`config.mk`:
```
export PLATFORM = sky130hd
export DESIGN_NAME = vaf_fetch_gen
export DESIGN_NICKNAME = d
export VERILOG_FILES = /design/src/rtl/vaf_pkg.sv /design/src/rtl/vaf_attr_select.sv /design/src/rtl/vaf_addr_gen.sv /design/src/rtl/vaf_convert.sv /design/src/rtl/vaf_fetch_gen.sv
export SDC_FILE = /design/constraint.sdc
export NUM_CORES = 1
export LEC_CHECK = 0
export ABC_AREA = 1
export BUFFER_PORTS_ARGS = -buffer_cell sky130_fd_sc_hd__buf_2
export CAP_MARGIN = 5
export CORE_ASPECT_RATIO = 1.1
export CORE_MARGIN = 3
export CORE_UTILIZATION = 55
export DETAILED_ROUTE_END_ITERATION = 12
export PLACE_DENSITY = 0.82
export SETUP_SLACK_MARGIN = 0.2
export SYNTH_ARGS = -nofsm -noshare
export SYNTH_HDL_FRONTEND = slang
export SYNTH_HIERARCHICAL = 1
export SYNTH_SLANG_ARGS = --single-unit
```
`constraint.sdc`:
```
create_clock -name clk -period 9.1 [get_ports clk]
set_input_delay 0.91 -clock clk [delete_from_list [all_inputs] [get_ports clk]]
set_output_delay 0.91 -clock clk [all_outputs]
set_load 0.01 [all_outputs]
```
`src/rtl/vaf_pkg.sv`:
```
// Shared types for the vertex attribute fetch block.
// Assumes format codes are fixed by the requirements (0..3).
package vaf_pkg;

    typedef enum logic [1:0] {
        FMT_S8  = 2'd0,
        FMT_U8  = 2'd1,
        FMT_S16 = 2'd2,
        FMT_W32 = 2'd3
    } vaf_fmt_e;

    typedef enum logic [2:0] {
        ST_IDLE,
        ST_IDX_REQ,
        ST_IDX_WAIT,
        ST_ATT_REQ,
        ST_ATT_WAIT,
        ST_DONE
    } vaf_state_e;

    // Byte size of one element of the given format.
    function automatic logic [2:0] fmt_size(vaf_fmt_e f);
        case (f)
            FMT_S16: fmt_size = 3'd2;
            FMT_W32: fmt_size = 3'd4;
            default: fmt_size = 3'd1;
        endcase
    endfunction

    // log2 of the element size, used to scale the component number.
    function automatic logic [1:0] fmt_shift(vaf_fmt_e f);
        case (f)
            FMT_S16: fmt_shift = 2'd1;
            FMT_W32: fmt_shift = 2'd2;
            default: fmt_shift = 2'd0;
        endcase
    endfunction

endpackage

```
`src/rtl/vaf_attr_select.sv`:
```
// Finds the lowest enabled attribute and the lowest enabled attribute
// above the current one. An attribute is enabled when its count is nonzero.
// Purely combinational; assumes the counts are stable during a draw.
module vaf_attr_select #(
    parameter int NUM_ATTR = 4,
    parameter int CNT_W    = 3,
    parameter int AIDX_W   = 2
) (
    input  logic [NUM_ATTR*CNT_W-1:0] cnt_flat,
    input  logic [AIDX_W-1:0]         cur,
    output logic                      any_en,
    output logic [AIDX_W-1:0]         first_idx,
    output logic                      has_next,
    output logic [AIDX_W-1:0]         next_idx
);
    logic [NUM_ATTR-1:0] en;

    // One enable bit per attribute slot.
    for (genvar g = 0; g < NUM_ATTR; g++) begin : g_en
        assign en[g] = |cnt_flat[g*CNT_W +: CNT_W];
    end

    // Scan downward so the lowest matching slot wins.
    always_comb begin
        any_en    = |en;
        first_idx = '0;
        has_next  = 1'b0;
        next_idx  = '0;
        for (int k = NUM_ATTR - 1; k >= 0; k--) begin
            if (en[k]) begin
                first_idx = AIDX_W'(k);
                if (k > int'(cur)) begin
                    has_next = 1'b1;
                    next_idx = AIDX_W'(k);
                end
            end
        end
    end
endmodule

```
`src/rtl/vaf_addr_gen.sv`:
```
// Forms the byte address and size of the current read, either an index
// buffer entry or an attribute component. Combinational; wraps modulo 2^ADDR_W.
module vaf_addr_gen
    import vaf_pkg::*;
#(
    parameter int ADDR_W   = 32,
    parameter int STRIDE_W = 8,
    parameter int VTX_W    = 16,
    parameter int COMP_W   = 2
) (
    input  logic                is_index,
    input  logic [ADDR_W-1:0]   idx_base,
    input  logic [ADDR_W-1:0]   idx_offset,
    input  logic                idx_wide,
    input  logic [VTX_W-1:0]    vtx_seq,
    input  logic [ADDR_W-1:0]   a_base,
    input  logic [STRIDE_W-1:0] a_stride,
    input  vaf_fmt_e            a_fmt,
    input  logic [VTX_W-1:0]    vnum,
    input  logic [COMP_W-1:0]   comp,
    output logic [ADDR_W-1:0]   addr,
    output logic [2:0]          size
);
    logic [ADDR_W-1:0] idx_addr;
    logic [ADDR_W-1:0] att_addr;

    // Index entry address: entry number scaled by the entry width.
    always_comb begin
        idx_addr = idx_base + idx_offset
                 + (ADDR_W'(vtx_seq) << (idx_wide ? 1 : 0));
    end

    // Attribute component address: base + stride * vnum + comp * elem size.
    always_comb begin
        att_addr = a_base + ADDR_W'(a_stride) * ADDR_W'(vnum)
                 + (ADDR_W'(comp) << fmt_shift(a_fmt));
    end

    // Select the active kind of read.
    always_comb begin
        addr = is_index ? idx_addr : att_addr;
        size = is_index ? (idx_wide ? 3'd2 : 3'd1) : fmt_size(a_fmt);
    end
endmodule

```
`src/rtl/vaf_convert.sv`:
```
// Widens raw read data to 32 bits according to the attribute format:
// sign or zero extension of bytes, sign extension of halfwords, words pass.
module vaf_convert
    import vaf_pkg::*;
(
    input  vaf_fmt_e    fmt,
    input  logic [31:0] raw,
    output logic [31:0] value
);
    // Extension chosen by format code.
    always_comb begin
        case (fmt)
            FMT_S8:  value = {{24{raw[7]}}, raw[7:0]};
            FMT_U8:  value = {24'd0, raw[7:0]};
            FMT_S16: value = {{16{raw[15]}}, raw[15:0]};
            default: value = raw;
        endcase
    end
endmodule

```
`src/rtl/vaf_fetch_gen.sv`:
```
// Vertex attribute fetch address generator.
// Walks vertices 0..vertex_count-1. For each, it optionally reads an index
// entry, then reads every component of each enabled attribute in ascending
// order. One read is outstanding at a time. Assumes the configuration inputs
// are stable from start to done, that VTX_W >= 16, and that responses
// arrive in a cycle after the request handshake.
module vaf_fetch_gen
    import vaf_pkg::*;
#(
    parameter int NUM_ATTR = 4,
    parameter int ADDR_W   = 32,
    parameter int STRIDE_W = 8,
    parameter int VTX_W    = 16,
    parameter int MAX_COMP = 4,
    localparam int CNT_W   = $clog2(MAX_COMP + 1),
    localparam int COMP_W  = (MAX_COMP > 1) ? $clog2(MAX_COMP) : 1,
    localparam int AIDX_W  = (NUM_ATTR > 1) ? $clog2(NUM_ATTR) : 1
) (
    input  logic                         clk,
    input  logic                         rst_n,
    input  logic                         start,
    input  logic [VTX_W-1:0]             vertex_count,
    input  logic                         indexed,
    input  logic [ADDR_W-1:0]            idx_base,
    input  logic [ADDR_W-1:0]            idx_offset,
    input  logic                         idx_wide,
    input  logic [NUM_ATTR*ADDR_W-1:0]   attr_base,
    input  logic [NUM_ATTR*STRIDE_W-1:0] attr_stride,
    input  logic [NUM_ATTR*CNT_W-1:0]    attr_count,
    input  logic [NUM_ATTR*2-1:0]        attr_fmt,
    output logic                         req_valid,
    input  logic                         req_ready,
    output logic [ADDR_W-1:0]            req_addr,
    output logic [2:0]                   req_size,
    output logic                         req_is_index,
    input  logic                         rsp_valid,
    input  logic [31:0]                  rsp_data,
    output logic                         val_valid,
    output logic [31:0]                  val_data,
    output logic [AIDX_W-1:0]            val_attr,
    output logic [COMP_W-1:0]            val_comp,
    output logic                         done
);
    vaf_state_e          st, st_n;
    logic [VTX_W-1:0]    vseq, vseq_n;     // sequential vertex counter
    logic [VTX_W-1:0]    vnum, vnum_n;     // vertex number used for addressing
    logic [AIDX_W-1:0]   cur_attr, attr_n;
    logic [COMP_W-1:0]   cur_comp, comp_n;

    logic                any_en, has_next;
    logic [AIDX_W-1:0]   first_idx, next_idx;
    logic [CNT_W-1:0]    cur_cnt, eff_cnt;
    vaf_fmt_e            cur_fmt;
    logic                last_comp, last_vtx, step_vtx;

    vaf_attr_select #(
        .NUM_ATTR (NUM_ATTR),
        .CNT_W    (CNT_W),
        .AIDX_W   (AIDX_W)
    ) u_sel (
        .cnt_flat  (attr_count),
        .cur       (cur_attr),
        .any_en    (any_en),
        .first_idx (first_idx),
        .has_next  (has_next),
        .next_idx  (next_idx)
    );

    // Fields of the attribute being fetched, with count clamped to MAX_COMP.
    always_comb begin
        cur_cnt   = attr_count[cur_attr*CNT_W +: CNT_W];
        cur_fmt   = vaf_fmt_e'(attr_fmt[cur_attr*2 +: 2]);
        eff_cnt   = (cur_cnt > CNT_W'(MAX_COMP)) ? CNT_W'(MAX_COMP) : cur_cnt;
        last_comp = (CNT_W'(cur_comp) + CNT_W'(1)) >= eff_cnt;
        last_vtx  = (vseq == vertex_count - VTX_W'(1));
    end

    vaf_addr_gen #(
        .ADDR_W   (ADDR_W),
        .STRIDE_W (STRIDE_W),
        .VTX_W    (VTX_W),
        .COMP_W   (COMP_W)
    ) u_addr (
        .is_index   (st == ST_IDX_REQ),
        .idx_base   (idx_base),
        .idx_offset (idx_offset),
        .idx_wide   (idx_wide),
        .vtx_seq    (vseq),
        .a_base     (attr_base[cur_attr*ADDR_W +: ADDR_W]),
        .a_stride   (attr_stride[cur_attr*STRIDE_W +: STRIDE_W]),
        .a_fmt      (cur_fmt),
        .vnum       (vnum),
        .comp       (cur_comp),
        .addr       (req_addr),
        .size       (req_size)
    );

    vaf_convert u_conv (
        .fmt   (cur_fmt),
        .raw   (rsp_data),
        .value (val_data)
    );

    // Next-state logic of the walk: index read, component reads, vertex step.
    always_comb begin
        st_n     = st;
        vseq_n   = vseq;
        vnum_n   = vnum;
        attr_n   = cur_attr;
        comp_n   = cur_comp;
        step_vtx = 1'b0;
        case (st)
            ST_IDLE: if (start) begin
                vseq_n = '0;
                vnum_n = '0;
                attr_n = first_idx;
                comp_n = '0;
                if (vertex_count == '0 || (!indexed && !any_en)) st_n = ST_DONE;
                else st_n = indexed ? ST_IDX_REQ : ST_ATT_REQ;
            end
            ST_IDX_REQ:  if (req_ready) st_n = ST_IDX_WAIT;
            ST_IDX_WAIT: if (rsp_valid) begin
                vnum_n = idx_wide ? VTX_W'(rsp_data[15:0]) : VTX_W'(rsp_data[7:0]);
                attr_n = first_idx;
                comp_n = '0;
                if (any_en) st_n = ST_ATT_REQ;
                else step_vtx = 1'b1;
            end
            ST_ATT_REQ:  if (req_ready) st_n = ST_ATT_WAIT;
            ST_ATT_WAIT: if (rsp_valid) begin
                if (!last_comp) begin
                    comp_n = cur_comp + COMP_W'(1);
                    st_n   = ST_ATT_REQ;
                end else if (has_next) begin
                    attr_n = next_idx;
                    comp_n = '0;
                    st_n   = ST_ATT_REQ;
                end else begin
                    step_vtx = 1'b1;
                end
            end
            ST_DONE: st_n = ST_IDLE;
            default: st_n = ST_IDLE;
        endcase
        if (step_vtx) begin
            if (last_vtx) begin
                st_n = ST_DONE;
            end else begin
                vseq_n = vseq + VTX_W'(1);
                vnum_n = vseq + VTX_W'(1);
                attr_n = first_idx;
                comp_n = '0;
                st_n   = indexed ? ST_IDX_REQ : ST_ATT_REQ;
            end
        end
    end

    // State registers with synchronous active-low reset.
    always_ff @(posedge clk) begin
        if (!rst_n) begin
            st       <= ST_IDLE;
            vseq     <= '0;
            vnum     <= '0;
            cur_attr <= '0;
            cur_comp <= '0;
        end else begin
            st       <= st_n;
            vseq     <= vseq_n;
            vnum     <= vnum_n;
            cur_attr <= attr_n;
            cur_comp <= comp_n;
        end
    end

    // Port outputs decoded from the walk state.
    always_comb begin
        req_valid    = (st == ST_IDX_REQ) || (st == ST_ATT_REQ);
        req_is_index = (st == ST_IDX_REQ);
        val_valid    = (st == ST_ATT_WAIT) && rsp_valid;
        val_attr     = cur_attr;
        val_comp     = cur_comp;
        done         = (st == ST_DONE);
    end
endmodule

```
* Word-level counts from Yosys, hierarchy flattened
Cells that the tools add are included.
** Word-level totals
- Output and inout bits :: 75
- Register bits :: 39
- Word-level logic and storage cells :: 126
** Cells by class
- $mul :: 2
- Reduce and logical (&&, ||, !) cells :: 15
- Mux-type cells :: 69
- Eq/ne operators :: 16
- Shift-type cells :: 6
- Magnitude comparators :: 5
- $add $sub $neg :: 8
** Operators with widths (number)
- 16-bit 2-to-1 mux :: 9
- 128-bit by 8-bit variable part select with 32-bit output :: 1
- 32-bit adder :: 3
- 32-bit case mux with 3 select lines :: 1
- 2-bit 2-to-1 mux :: 26
- 3-bit 2-to-1 mux :: 13
- 32-bit by 24-bit adder with 32-bit output :: 1
- 32-bit 2-to-1 mux :: 1
- 16-bit case mux with 2 select lines :: 1
- 32-bit by 6-bit variable part select with 8-bit output :: 1
- 16-bit by 32-bit << shifter with 32-bit output :: 1
- 2-bit by 2-bit << shifter with 32-bit output :: 1
- 8-bit by 16-bit multiplier with 24-bit output :: 1
- 3-bit != test, second input constant :: 6
- 16-bit by 1-bit adder with 16-bit output, second input constant :: 1
- 16-bit == test :: 1
- 16-bit zero test :: 1
- 16-bit by 1-bit subtractor with 16-bit output, second input constant :: 1
- 3-bit case mux with 5 select lines :: 1
- 1-bit 2-to-1 mux :: 12
- 2-bit case mux with 3 select lines :: 2
- 12-bit OR reduction :: 1
- 3-bit OR reduction :: 4
- 12-bit by 5-bit variable part select with 3-bit output :: 1
- 23 further kinds :: 30

* Longest topological paths before layout
- Depth after elaboration :: 13
- Mapped depth :: 31
- Mapped depth without buffers :: 28

* Modules after synthesis
Netlist, hierarchy kept.
** By module, submodules not included
- vaf_addr_gen :: sequential area each 0.0 µm², cells an instance 1693, instances 1, area an instance 9841.9 µm²
- vaf_fetch_gen :: sequential area each 780.7 µm², cells an instance 697, instances 1, area an instance 4129.0 µm²
- vaf_convert :: sequential area each 0.0 µm², cells an instance 68, instances 1, area an instance 395.4 µm²
- vaf_attr_select :: sequential area each 0.0 µm², cells an instance 31, instances 1, area an instance 140.1 µm²

* Worst setup path after synthesis
No wires, ideal clock.
- Kind :: flip-flop to output port
- Start :: register cur_attr[0], in the netlist val_attr[0]
- End :: output port req_addr[20]
- Cell stages (with the launch flop) :: 30
- Slack :: 2.347 ns
- Data required time :: 8.190 ns
- Data arrival time :: 5.843 ns
- Cell sequence :: dfxtp_1 clkbuf_1 inv_1 clkbuf_1 clkbuf_1 nor2_1 o22ai_1 clkbuf_1 clkbuf_1 nand2_1 fa_1 fa_1 inv_1 fa_1 fa_1 inv_1 fa_1 inv_1 ha_1 nand2_1 inv_1 nand2_1 nand2_1 nand2_1 nand3_1 nand2_1 nand2_1 nand2_1 nand2_1 o21ai_1
** Between the ends
- Longest elaborated chain between the ends :: 6
- Elaborated cells on any way between the ends :: 11
- Classes of those cells :: add/sub (2); mul (1); eq/ne (2); shift (4); mux (2)
** RTL lines
- from (decl) :: line vaf_fetch_gen.sv:47 : logic [AIDX_W-1:0] cur_attr, attr_n;
- from (signal assigned) :: line vaf_fetch_gen.sv:170 : cur_attr <= attr_n;
- branches (longest 4 deep; another with 32-bit by 24-bit adder with 32-bit output)
- 32-bit adder * :: line vaf_addr_gen.sv:36 : + (ADDR_W'(comp) << fmt_shift(a_fmt));
- 32-bit 2-to-1 mux * :: line vaf_addr_gen.sv:41 : addr = is_index ? idx_addr : att_addr;
- to (decl) :: line vaf_fetch_gen.sv:33 : output logic [ADDR_W-1:0] req_addr,
Mark *: on every way between the ends.

* Worst setup path after layout
- Start :: register cur_attr[0], in the netlist val_attr[0]
- End :: output port req_addr[9]
** Between the ends
- Longest elaborated chain between the ends :: 6
- Elaborated cells on any way between the ends :: 11
- Classes of those cells :: add/sub (2); mul (1); eq/ne (2); shift (4); mux (2)
** RTL lines
- 8-bit by 4-bit variable part select with 2-bit output * :: line vaf_fetch_gen.sv:72 : cur_fmt = vaf_fmt_e'(attr_fmt[cur_attr*2 +: 2]);
- net cur_fmt[0] :: line vaf_fetch_gen.sv:53 : vaf_fmt_e cur_fmt;
- 2-bit == test :: line vaf_pkg.sv:32 : case (f)
- 2-bit case mux with 2 select lines * :: line vaf_pkg.sv:32
- 2-bit by 2-bit << shifter with 32-bit output * :: line vaf_addr_gen.sv:36
- 32-bit adder * :: line vaf_addr_gen.sv:36
- 32-bit 2-to-1 mux * :: line vaf_addr_gen.sv:41
The timed path passes the listed nets; every way through them passes the cells marked *.

==> results_dict.tcl <==
set metrics [dict create \
    ys_seq_elements 39 \
    cts_sinks 39 \
    post_cts_buffers 0 \
    min_period_ns 8.00 \
    port_buffers 373 \
    htreeDepth 2 \
    multi_input_area_um2 11100 \
    r2r_slack_ns 5.37 \
    crit_path_start "val_attr[0]" \
    row_count 61 \
    ir_worst_vdd_uv 110 \
    r2r_end "vseq[4]" \
    end_kind "output port" \
    cts-root-buf "clkbuf_16" \
    drive_above_1_share 0.166 \
    fillers 2512 \
    crit_arrival_ns 7.09 \
    detail-route-antenna-nets 0 \
    die_h_um 176 \
    drt_wl_total_mm 50.1 \
    syn_nets 3033 \
    place_congestion 1.00 \
    hp-class "reg -> reg" \
    die_area_um2 28400 \
    syn_area_um2 14500 \
    drt_pass1_iterations 7 \
    viasPerCell 5.33 \
    cp-endpoint "req_addr[9]" \
    ff2ff_path_depth 14 \
    tns_ns 0 \
    slew_viol_final 0 \
    start_util 0.566 \
    yosysSeqAreaShare 0.0538 \
    required_ns 8.19 \
    stdcell_count 3131 \
    final_nets 3327 \
    hpwl_mm 43.0 \
    holdBufCountCts 0 \
    ys_warn_count 6 \
    worst_slew_pin_slew_ns 1.15 \
    grt_pass1_wl_mm 79.1 \
    synthArstFlopShare 0 \
    insertion_delay_ns 0.29 \
    fin_ws_ns 1.10 \
    skew_ns 0.00670 \
    antenna_found_initial 3 \
    syn2layout_area_growth_pct 14.5 \
    status "completed" \
    utilization 0.648 \
    dpl-instance-area_um2 16400 \
    slew_headroom 0.233 \
    power_density_nw_per_um2 120 \
    path_class "reg -> out" \
    clk_path_buf_depth 2 \
    min_period_over_period 0.879 \
    synth_edf_count 0 \
    post-place-ws_ns 1.31 \
    drt-initial-drc-count 1271 \
    finalSetupViolCount 0 \
    clk_transition_reported_paths_ns 0.06 \
    ios 374 \
    rsz0062_at_grt "false" \
    ctsResizeCount 0 \
    die_w_um 161 \
    hp-start "st[2]" \
    drc 0 \
    avgSynthCellArea_um2 5.83 \
    numCtsBuffers 5 \
    vias 16700 \
    grt.overflow.total 0 \
    reg2reg_from "val_attr[0]" \
    p_leak_nw 10.6 \
    fmax_mhz 125 \
    synth_ff_type "dfxtp_1" \
    grt_pass1_vias 15600 \
    worstPathMaxFanout 39 \
    yosysUniqueCellTypes 53 \
    post_drt_wl_per_cell_um 16.0 \
    seqCellArea_um2 782 \
    grt_usage 0.342 \
    grt_max_degree 62 \
    syn-instance-count 2489 \
    cts_tree "yes" \
    design_area_um2 16600 \
    maxCapViolCount 0 \
    hold_violations 0 \
    startpoint_type "flop" \
    dp_cells 3122 \
    coreArea_um2 25600 \
]
worst max-delay path, cell delays in order (launching register included):
cell	delay, ns
dfxtp_2	0.68
buf_4	0.45
nor2_1	0.20
o22ai_2	0.89
nand2_1	0.23
inv_1	0.13
nand2_1	0.08
fa_1	0.38
inv_1	0.09
fa_1	0.42
ha_1	0.33
fa_1	0.54
inv_1	0.05
fa_1	0.50
inv_1	0.04
ha_1	0.37
nand2_1	0.14
nand3_2	0.14
nand2_1	0.12
nand2_1	0.13
o21ai_0	0.40
o21ai_0	0.26
buf_2	0.20
cell type report:
| type | count | share of cell area |
|---|---|---|
| multi-input cells | 1779 | 0.669 |
| inverters | 570 | 0.129 |
| repair buffers | 388 | 0.119 |
| flip-flops and latches | 39 | 0.0471 |
| well taps | 346 | 0.0261 |
| clock buffers | 5 | 0.00753 |
| clock inverters | 3 | 0.00264 |
| diodes | 1 | 0.000151 |
layout by cell type, fill, tap and decap left out, drive strengths merged, types with 2 or more instances in the layout:
master  instances
xor2           32
clkbuf          5
inv           569
nand2         736
o21ai         148
o21bai          7
buf           388
dfxtp          39
nand3         163
nand3b         11
clkinv          3
nor2          247
or2             3
nor3           13
o21a            2
a21oi          78
ha            117
o211ai          3
fa            128
nand4          16
xnor2           3
a22o            7
o22ai          47
and2            3
a32o            9
worst min path at each step:
| stage | endpoint | slack (ns) | cells after the start |
|---|---|---|---|
| floorplan | st[2] | 0.50 | 2 |
| global placement | st[2] | 0.55 | 2 |
| detailed placement | st[2] | 0.55 | 2 |
| CTS | st[2] | 0.56 | 2 |
| global route | st[2] | 0.59 | 2 |
| finish | st[2] | 0.56 | 2 |
registers in the layout (all words and copies together) (netlist names):
signal / count
st: 3
vseq: 16
val_comp: 2
vnum: 16
val_attr: 2
power by group:
part	switching, mW	total [mW]	internal [mW]
sequential	0.0283	0.210	0.182
combinational	1.05	1.58	0.533
clock	0.0730	0.202	0.129
metal layers:
layer / share of wire / vias up / GRT usage
met5: 0.00026 / - / 0
met3: 0.085 / 109 / 0.0443
met2: 0.48 / 796 / 0.593
met1: 0.40 / 7635 / 0.443
met4: 0.035 / 2 / 0.111
li1: - / 8153 / -
cells by family (layout without fill, tap and decap cells):
| logic type | Yosys count | in the layout | share of synthesized area |
|---|---|---|---|
| simple gates | 1194 | 1194 | 0.347 |
| buf+inv | 671 | 966 | 0.183 |
| compound gates | 304 | 304 | 0.118 |
| fa+ha+maj | 245 | 245 | 0.278 |
| flops | 39 | 39 | 0.0538 |
| xor+xnor | 35 | 35 | 0.0211 |
| other cells | 1 | 2 | 0.000259 |
stage by stage:
step | power (mW) | hold WS [ns]
finish | 1.99 | 0.562
detailed placement | 1.78 | 0.550
floorplan | 1.21 | 0.503
global placement | 1.76 | 0.548
global route | 2.18 | 0.587
CTS | 1.98 | 0.559
Yosys cell counts, types with 16 or more instances:
| library cell | count | area [µm²] |
|---|---|---|
| nand2_2 | 26 | 163 |
| o22ai_1 | 47 | 294 |
| xor2_1 | 32 | 280 |
| a21oi_1 | 75 | 375 |
| dfxtp_1 | 39 | 781 |
| o21ai_0 | 142 | 711 |
| nor2_1 | 230 | 863 |
| inv_1 | 567 | 2130 |
| nand4_1 | 16 | 100 |
| fa_1 | 128 | 2560 |
| nand2_1 | 708 | 2660 |
| nand3_1 | 157 | 786 |
| ha_1 | 117 | 1460 |
| clkbuf_1 | 70 | 263 |
Note: power is estimated with default switching activity, not from simulation.
